$ cat src/rtl/ps2_tx_pkg.sv
package ps2_tx_pkg;
    localparam int FRAME_BITS = 11;
    localparam int SYNC_LAT   = 3;

    typedef enum logic [1:0] {
        ST_WAIT,
        ST_HIGH,
        ST_LOW
    } tx_state_e;
endpackage

$ cat src/rtl/ps2_tx_queue.sv
// Circular byte queue with a speculative read pointer for chunk replay.
// DEPTH must be a power of two.
module ps2_tx_queue #(
    parameter  int DEPTH = 16,
    parameter  int W     = 9,
    localparam int AW    = $clog2(DEPTH)
) (
    input  logic          clk,
    input  logic          rst_n,
    input  logic          push,
    input  logic [W-1:0]  push_word,
    input  logic          advance,
    input  logic          rewind,
    input  logic          commit,
    output logic          avail,
    output logic [W-1:0]  rd_word,
    output logic [AW:0]   level
);
    typedef struct packed {
        logic [AW:0] wr;
        logic [AW:0] head;
        logic [AW:0] rd;
    } q_t;

    q_t            q_q, q_d;
    logic [W-1:0]  mem [DEPTH];
    logic          full;
    logic          accept;

    assign level   = q_q.wr - q_q.head;
    assign full    = (level == (AW+1)'(DEPTH));
    assign accept  = push && !full;
    assign avail   = (q_q.rd != q_q.wr);
    assign rd_word = mem[q_q.rd[AW-1:0]];

    always_comb begin
        q_d = q_q;
        if (accept)       q_d.wr = q_q.wr + 1'b1;
        if (rewind)       q_d.rd = q_q.head;
        else if (advance) q_d.rd = q_q.rd + 1'b1;
        if (commit)       q_d.head = q_d.rd;
    end

    always_ff @(posedge clk or negedge rst_n) begin
        if (!rst_n) q_q <= '0;
        else        q_q <= q_d;
    end

    always_ff @(posedge clk) begin
        if (accept) mem[q_q.wr[AW-1:0]] <= push_word;
    end
endmodule

$ cat src/rtl/ps2_tx_frame.sv
// Sends one 11-bit frame: idle wait, then HIGH/LOW phases per bit.
module ps2_tx_frame
    import ps2_tx_pkg::*;
#(
    parameter int HALF = 40,
    parameter int SETP = 20,
    parameter int IDLE = 50,
    parameter int CW   = 7
) (
    input  logic       clk,
    input  logic       rst_n,
    input  logic       line_hi,
    input  logic       req,
    input  logic [7:0] data,
    output logic       done,
    output logic       abort,
    output logic       clk_oe,
    output logic       dat_oe
);
    typedef struct packed {
        tx_state_e                 state;
        logic [CW-1:0]             cnt;
        logic [3:0]                bitn;
        logic [FRAME_BITS-1:0]     shreg;
        logic                      clk_oe;
        logic                      dat_oe;
        logic                      done;
        logic                      abort;
    } fr_t;

    fr_t f_q, f_d;

    always_comb begin
        f_d       = f_q;
        f_d.done  = 1'b0;
        f_d.abort = 1'b0;
        unique case (f_q.state)
            ST_WAIT: begin
                f_d.clk_oe = 1'b0;
                f_d.dat_oe = 1'b0;
                if (!line_hi) begin
                    f_d.cnt = '0;
                end else if (f_q.cnt != CW'(IDLE)) begin
                    f_d.cnt = f_q.cnt + 1'b1;
                end else if (req) begin
                    f_d.shreg = {1'b1, ~^data, data, 1'b0};
                    f_d.state = ST_HIGH;
                    f_d.cnt   = '0;
                    f_d.bitn  = '0;
                end
            end
            ST_HIGH: begin
                if (f_q.cnt >= CW'(SYNC_LAT) && !line_hi) begin
                    f_d.state  = ST_WAIT;
                    f_d.cnt    = '0;
                    f_d.dat_oe = 1'b0;
                    f_d.abort  = 1'b1;
                end else begin
                    if (f_q.cnt == CW'(SETP)) f_d.dat_oe = ~f_q.shreg[0];
                    if (f_q.cnt == CW'(HALF-1)) begin
                        f_d.clk_oe = 1'b1;
                        f_d.state  = ST_LOW;
                        f_d.cnt    = '0;
                    end else begin
                        f_d.cnt = f_q.cnt + 1'b1;
                    end
                end
            end
            ST_LOW: begin
                if (f_q.cnt == CW'(HALF-1)) begin
                    f_d.clk_oe = 1'b0;
                    f_d.cnt    = '0;
                    if (f_q.bitn == 4'(FRAME_BITS-1)) begin
                        f_d.state  = ST_WAIT;
                        f_d.dat_oe = 1'b0;
                        f_d.done   = 1'b1;
                    end else begin
                        f_d.bitn  = f_q.bitn + 1'b1;
                        f_d.shreg = f_q.shreg >> 1;
                        f_d.state = ST_HIGH;
                    end
                end else begin
                    f_d.cnt = f_q.cnt + 1'b1;
                end
            end
            default: f_d.state = ST_WAIT;
        endcase
    end

    always_ff @(posedge clk or negedge rst_n) begin
        if (!rst_n) begin
            f_q       <= '0;
            f_q.state <= ST_WAIT;
        end else begin
            f_q <= f_d;
        end
    end

    assign done   = f_q.done;
    assign abort  = f_q.abort;
    assign clk_oe = f_q.clk_oe;
    assign dat_oe = f_q.dat_oe;
endmodule

$ cat src/rtl/ps2_dev_tx.sv
module ps2_dev_tx #(
    parameter int CLK_HZ  = 100_000_000,
    parameter int HALF_US = 40,
    parameter int IDLE_US = 50,
    parameter int DEPTH   = 16
) (
    input  logic       clk,
    input  logic       rst_n,
    input  logic       in_valid,
    input  logic [7:0] in_byte,
    input  logic       in_last,
    input  logic       ps2_clk_i,
    output logic       ps2_clk_oe,
    output logic       ps2_dat_oe
);
    localparam int CPU  = CLK_HZ / 1_000_000;
    localparam int HALF = HALF_US * CPU;
    localparam int SETP = HALF / 2;
    localparam int IDLE = IDLE_US * CPU;
    localparam int LIM  = (IDLE > HALF) ? IDLE : HALF;
    localparam int CW   = $clog2(LIM + 1);
    localparam int AW   = $clog2(DEPTH);

    typedef struct packed {
        logic s1;
        logic s2;
    } sync_t;

    sync_t        sy_q, sy_d;
    logic [8:0]   q_word;
    logic         q_avail;
    logic [AW:0]  q_level;
    logic         fr_done, fr_abort;

    always_comb begin
        sy_d.s1 = ps2_clk_i;
        sy_d.s2 = sy_q.s1;
    end

    always_ff @(posedge clk or negedge rst_n) begin
        if (!rst_n) sy_q <= '1;
        else        sy_q <= sy_d;
    end

    ps2_tx_queue #(.DEPTH(DEPTH), .W(9)) u_queue (
        .clk       (clk),
        .rst_n     (rst_n),
        .push      (in_valid),
        .push_word ({in_last, in_byte}),
        .advance   (fr_done),
        .rewind    (fr_abort),
        .commit    (fr_done && q_word[8]),
        .avail     (q_avail),
        .rd_word   (q_word),
        .level     (q_level)
    );

    ps2_tx_frame #(.HALF(HALF), .SETP(SETP), .IDLE(IDLE), .CW(CW)) u_frame (
        .clk     (clk),
        .rst_n   (rst_n),
        .line_hi (sy_q.s2),
        .req     (q_avail),
        .data    (q_word[7:0]),
        .done    (fr_done),
        .abort   (fr_abort),
        .clk_oe  (ps2_clk_oe),
        .dat_oe  (ps2_dat_oe)
    );
endmodule

$ cat config.mk
export PLATFORM = sky130hd
export DESIGN_NAME = ps2_dev_tx
export DESIGN_NICKNAME = d
export VERILOG_FILES = /design/src/rtl/ps2_tx_pkg.sv /design/src/rtl/ps2_tx_queue.sv /design/src/rtl/ps2_tx_frame.sv /design/src/rtl/ps2_dev_tx.sv
export SDC_FILE = /design/constraint.sdc
export NUM_CORES = 1
export LEC_CHECK = 0
export BUFFER_PORTS_ARGS = -buffer_cell sky130_fd_sc_hd__clkbuf_2
export CORE_UTILIZATION = 55
export DETAILED_ROUTE_END_ITERATION = 6
export PLACE_DENSITY = 0.68
export SLEW_MARGIN = 20
export SYNTH_ARGS = -nofsm -noshare
export SYNTH_HDL_FRONTEND = slang
export SYNTH_SLANG_ARGS = --single-unit
$ cat constraint.sdc
create_clock -name clk -period 5.4 [get_ports clk]
set_clock_uncertainty 0.2 [all_clocks]
set_input_delay 0.27 -clock clk [delete_from_list [all_inputs] [get_ports clk]]
set_output_delay 0.27 -clock clk [all_outputs]
set_load 0.02 [all_outputs]
# [Word level (Yosys, flattened, before mapping)]
# Memories as Yosys holds them, arrays and structs flattened.
# Cells that the tools add are included.
[classes] n_mul=0 n_addsub=5 div=0 n_eq_ne=19 reduce_logical=14 bitwise=1 n_mux=30 order_cmp=1 shifts=0
[op_table] op="2-to-1 mux 15 bit" n=4
[op_table] op="2-to-1 mux 13 bit" n=3
[op_table] op="one-hot mux 13 bit (3 select lines)" n=1
[op_table] op="2-to-1 mux 30 bit" n=1
[op_table] op="one-hot mux 15 bit (2 select lines)" n=1
[op_table] op="2-to-1 mux 18 bit" n=1
[op_table] op="adder 13 x 1 -> 13 bit (second input constant)" n=1
[op_table] op="== test 13 x 11 -> 1 bit (second input constant)" n=1
[op_table] op="== test 13 x 12 -> 1 bit (second input constant)" n=1
[op_table] op="greater-or-equal comparator 13 x 2 -> 1 bit (second input constant)" n=1
[op_table] op="!= test 13 bit (second input constant)" n=1
[op_table] op="one-hot mux 2 bit (3 select lines)" n=2
[op_table] op="adder 5 x 1 -> 5 bit (second input constant)" n=2
[op_table] op="2-to-1 mux 1 bit" n=10
[op_table] op="2-to-1 mux 2 bit" n=5
[op_table] op="2-to-1 mux 5 bit" n=2
[op_table] op="!= test 2 bit (second input constant)" n=5
[op_table] op="AND reduction 4 bit" n=2
[op_table] op="XNOR reduction 8 bit" n=1
[op_table] op="!= test 2 x 1 -> 1 bit (second input constant)" n=3
[op_table] op="!= test 3 x 1 -> 1 bit (second input constant)" n=2
[op_table] op="AND reduction 6 bit" n=1
[op_table] op="== test 5 bit (second input constant)" n=1
[op_table] op="!= test 5 bit" n=1
[op_table] op="14 further kinds" n=17
[totals] wordCells=84 latch_bits=0 memories=1 output_inout_bits=2 reg_bits=51 rom_bits=0 ramBits=144 input_bits=13
[memory_table] memory="u_queue.mem" depth=16 word_bits=9 rd=1 rd_ports_with_merged_regs=0 write_ports=1 line="ps2_tx_queue.sv:26" rtl="logic [W-1:0] mem [DEPTH];"

# [Depth between registers and ports, before layout]
[depth] ltp_word=6 mapped_depth=11 depth_no_buf=10

# [Modules after synthesis]
# A second synthesis with hierarchy kept.
[unflattened] cells_unflattened=553 area_unflattened_um2=8717.1
[by_module_without_submodules] module="ps2_tx_queue" cells_each=313 instances=1 area_each_um2=6482.5 seq_area_each_um2=4699.5
[by_module_without_submodules] module="ps2_tx_frame" cells_each=237 instances=1 area_each_um2=2175.8 seq_area_each_um2=850.8
[by_module_without_submodules] module="ps2_dev_tx" cells_each=3 instances=1 area_each_um2=58.8 seq_area_each_um2=52.6

# [Worst setup path after synthesis]
# OpenSTA, ideal clock, no wires.
[synth_timing] path_type="register to register" start="reg u_queue.q_q[11] (netlist name)" end="mem u_queue.mem[3][0], enable pin" stages_incl_launch_ff=10 t_arrival_ns=2.209 period_less_slack_ns=2.746 n_path_buf=1 setup_slack_ns=2.654 setup_ns=0.337 t_required_ns=4.863 cell_sequence="dfrtp_1 ha_1 nor2b_1 o21ai_0 a21oi_1 a32oi_1 o21a_1 clkbuf_1 nor3b_1 and2_1"
[synth_via] elab_chain_cells=6
[synth_lines] element="from (decl)" line="ps2_tx_queue.sv:25" rtl="q_t q_q, q_d;"
[synth_lines] element="from (signal assigned)" line="ps2_tx_queue.sv:46" rtl="else q_q <= q_d;"
[synth_lines] element="subtractor 5 bit" line="ps2_tx_queue.sv:30" rtl="assign level = q_q.wr - q_q.head;"
[synth_lines] element="== test 5 bit" line="ps2_tx_queue.sv:31" rtl="assign full = (level == (AW+1)'(DEPTH));"
[synth_lines] element="zero test 1 bit" line="ps2_tx_queue.sv:32" rtl="assign accept = push && !full;"
[synth_lines] element="logical AND 1 bit" line="ps2_tx_queue.sv:32"
[synth_lines] element="2-to-1 mux 1 bit" line="ps2_tx_queue.sv:50" rtl="if (accept) mem[q_q.wr[AW-1:0]] <= push_word;"
[synth_lines] element="2-to-1 mux 1 bit (not written as such)" line="ps2_tx_queue.sv:50"
[synth_lines] element="to (decl)" line="ps2_tx_queue.sv:26"
# Parallel ways exist; a longest one is shown, timed or not.

# [Worst setup path in the final report]
[layout_timing] start="reg u_queue.q_q[2] (netlist name)" end="reg u_frame.f_q[13] (netlist name)"
[layout_via] elab_chain_cells=6 elab_cells_between_ends=9 cone_classes="2 x eq/ne; 4 x mux; 2 x reduce/logical; 1 x memory"
[layout_lines] element="memory (16 x 9 bit)"
[layout_lines] element="XNOR reduction 8 bit" line="ps2_tx_frame.sv:46" rtl="f_d.shreg = {1'b1, ~^data, data, 1'b0};"
[layout_lines] element="2-to-1 mux 30 bit" line="ps2_tx_frame.sv:45" rtl="end else if (req) begin"
[layout_lines] element="2-to-1 mux 15 bit" line="ps2_tx_frame.sv:43" rtl="end else if (f_q.cnt != CW'(IDLE)) begin"
[layout_lines] element="2-to-1 mux 15 bit" line="ps2_tx_frame.sv:41" rtl="if (!line_hi) begin"
[layout_lines] element="one-hot mux 15 bit (2 select lines)" line="ps2_tx_frame.sv:37" rtl="unique case (f_q.state)"
[layout_lines] element="to (decl)" line="ps2_tx_frame.sv:31" rtl="fr_t f_q, f_d;"
# Parallel ways exist; a longest one is shown, timed or not. The select of a mux whose other input is x is not followed.
# A chain may end at the register's enable or synchronous reset.

==> results.md <==
- Vias in the first global route: 4,721
- Total track usage: 0.219
- Maximum vdd drop: 0.268 mV
- DP Area: 8790 um^2
- DP Worst Slack: 2.07 ns
- WHS Path Cells: 1
- Final core occ: 0.618
- Seq/Total Area, Yosys: 0.653
- Area taken by multi-input logic gates: 2770 um^2
- Final slew viol count: 0
- EDFF count, synth: 144
- Setup Fix Bufs, Post-CTS: 0
- Die Footprint: 16,100 um^2
- GPL Wtd Cong: 0.823
- Total grt overflow: 0
- Die H: 127 um
- CTS tree: yes
- Yosys reg bits: 195
- Status: complete, no violations
- Lkg Pwr: 3.39 nW
- CP arrival: 3.51 ns
- Die X: 127 um
- Initial drt markers: 426
- Worst min path class: input port to flop
- Starting Density: 0.565
- Core Region: 15,200 um^2
- Kind of critical path: flop to flop
- Clk slew on worst S/H paths: 0.07 ns
- Drt via density: 6.11
- Ant. Diodes: 0
- Avg Cell Area, Syn: 15.0 um^2
- Design area: 9390 um^2
- Total placed cells including tap cells: 755
- Seq. cell area: 5600 um^2
- Min Hold Slack: 0.0284 ns
- First-pass GRT wire length: 26,100 um
- Cells after Synth: 571
- Clk_lat worst skew: 0.43 ns
- CP required: 5.51 ns
- Avg WL per Cell: 20.7 um
- Share of layout cells above drive strength 1: 0.145
- FILL cells: 1,112
- Post-route insts no fill: 788
- Port bufs: 14
- Crit path max fanout: 17
- Max-slew headroom: 0.427
- Ys Warns: 0
- Antenna viol nets, final: 0
- Root buffer cell: clkbuf_16
- Final setup fails: 0
- Async SR Flop Fraction: 0.262
- Initial antenna violation count: 0
- Fmax: 295 MHz
- Maxcap violations: 0
- Slew @ Worst Pin: 0.859 ns
- Synth top area share: 0.504
- CTS sink cnt: 195
- Syn Nets: 601
- Final Cycle Share: 0.629
- Commonest non-fill, non-tap cell in the layout: edfxtp_1
- R2r worst-path depth: 8
- Setup crit end kind: flop
- Commonest cells after routing, fill and taps aside: edfxtp_1 (144), dfrtp_1 (48), nand2_1 (47)
- # DRC: 0
- Largest net degree at the start of global routing: 52
- Unrepaired setup endpoints after global routing: no
- Pwr dens: 361 nW/um^2
- Overall power: 3.39 mW
- Setup TNS: 0 ns
- Routed wire length: 16,300 um
- Synth unique cells: 58
- Final WS setup: 2.01 ns
- Bufs on Longest Clock Path: 2
- I/O pins: 15
- Clock H-tree levels: 4
- Number of buffers created by CTS: 17
- Fin nets: 618
- DR pass1 iterations: 5
- Primary FF master, synth: edfxtp_1
- Final hold violations: 0
- Post-CTS resize count: 0
- Worst setup SP type: flop
- Total number of vias: 4,811
- Row count: 45
- Final min period: 3.39 ns
- Synth area leaders: edfxtp_1 (50%), dfrtp_1 (14%), mux4_2 (5.5%)
- Layout overhead on the synthesized area: 9.39%
- Area leader, netlist: edfxtp_1
- Detailed Place HPWL: 10,800 um
- Mapped Area: 8580 um^2
## logic make-up (layout without fill, tap and decap cells)
| kind of cell | count (synthesis) | after routing | synth area share |
|---|---|---|---|
| AO/OA/AOI/OAI | 98 | 98 | 0.0879 |
| XOR/XNOR | 23 | 23 | 0.0235 |
| adder cells (fa/ha/maj) | 17 | 17 | 0.0248 |
| buffers and inverters | 40 | 69 | 0.0246 |
| flip-flops | 195 | 195 | 0.653 |
| multiplexers | 60 | 60 | 0.101 |
| AND/OR/NAND/NOR | 138 | 138 | 0.0851 |
## sequential cells by signal, summed over array words and instances, names as in the netlist
signal / flops
sy_q: 1
u_frame.clk_oe: 1
u_frame.done: 1
sy_d: 1
u_queue.q_q: 15
u_queue.mem: 144
u_frame.f_q: 30
u_frame.dat_oe: 1
u_frame.abort: 1
## layer usage
metal,vias up,global-route usage,share of wire
li1,2229,-,-
met1,2417,0.310,0.46
met2,141,0.346,0.48
met3,24,0.0443,0.049
met4,0,0.0665,0.014
met5,-,0,0
## cells in the mapped netlist, types with 7 or more instances
library cell,number
a221oi_1,10
a22oi_1,12
and2_1,19
clkbuf_1,10
dfrtp_1,49
edfxtp_1,144
ha_1,17
inv_1,16
mux2i_1,33
mux4_2,21
nand2_1,47
nand3_1,8
nor2_1,18
o21ai_0,21
o21ai_1,7
xnor2_1,11
xor2_1,12
## layout make-up
class                           instances  area share
Sequential cell                       195       0.597
Multi-Input combinational cell        336       0.295
Clock buffer                           19      0.0461
Tap cell                              188      0.0250
Clock inverter                         12      0.0153
Timing Repair Buffer                   21      0.0149
Inverter                               17     0.00680
## worst paths after layout
path                                endpoint  slack [ns]           start
min                        u_queue.mem[0][1]        0.03      in_byte[1]
max reg2reg                  u_frame.f_q[13]        2.01  u_queue.q_q[2]
max in group asynchronous     u_queue.q_q[0]        4.25           rst_n
min in group asynchronous    u_frame.f_q[17]        0.28           rst_n
min reg2reg                          sy_q[0]        0.16         sy_d[0]
max                          u_frame.f_q[13]        2.01  u_queue.q_q[2]
## what timing repair did
| item | in CTS | in global routing |
|---|---|---|
| endpoints found under the hold margin | 50 | 0 |
| setup endpoints to repair | 0 | 0 |
| hold buffers | 2 | 0 |
## worst max-delay path: stages (launching register included)
cell      delay (ns)
dfrtp_1         0.72
and2_1          0.79
a221oi_1        0.21
a22o_1          0.28
a211o_1         0.29
a211o_1         0.33
a211oi_2        0.22
o21ai_1         0.09
and3_1          0.15
## power by group
part	internal (mW)	switching, mW	total (mW)
sequential	1.74	0.0626	1.81
clock	0.692	0.556	1.25
combinational	0.121	0.209	0.330
total	2.56	0.827	3.39
Power figures use the tool's default switching activity.
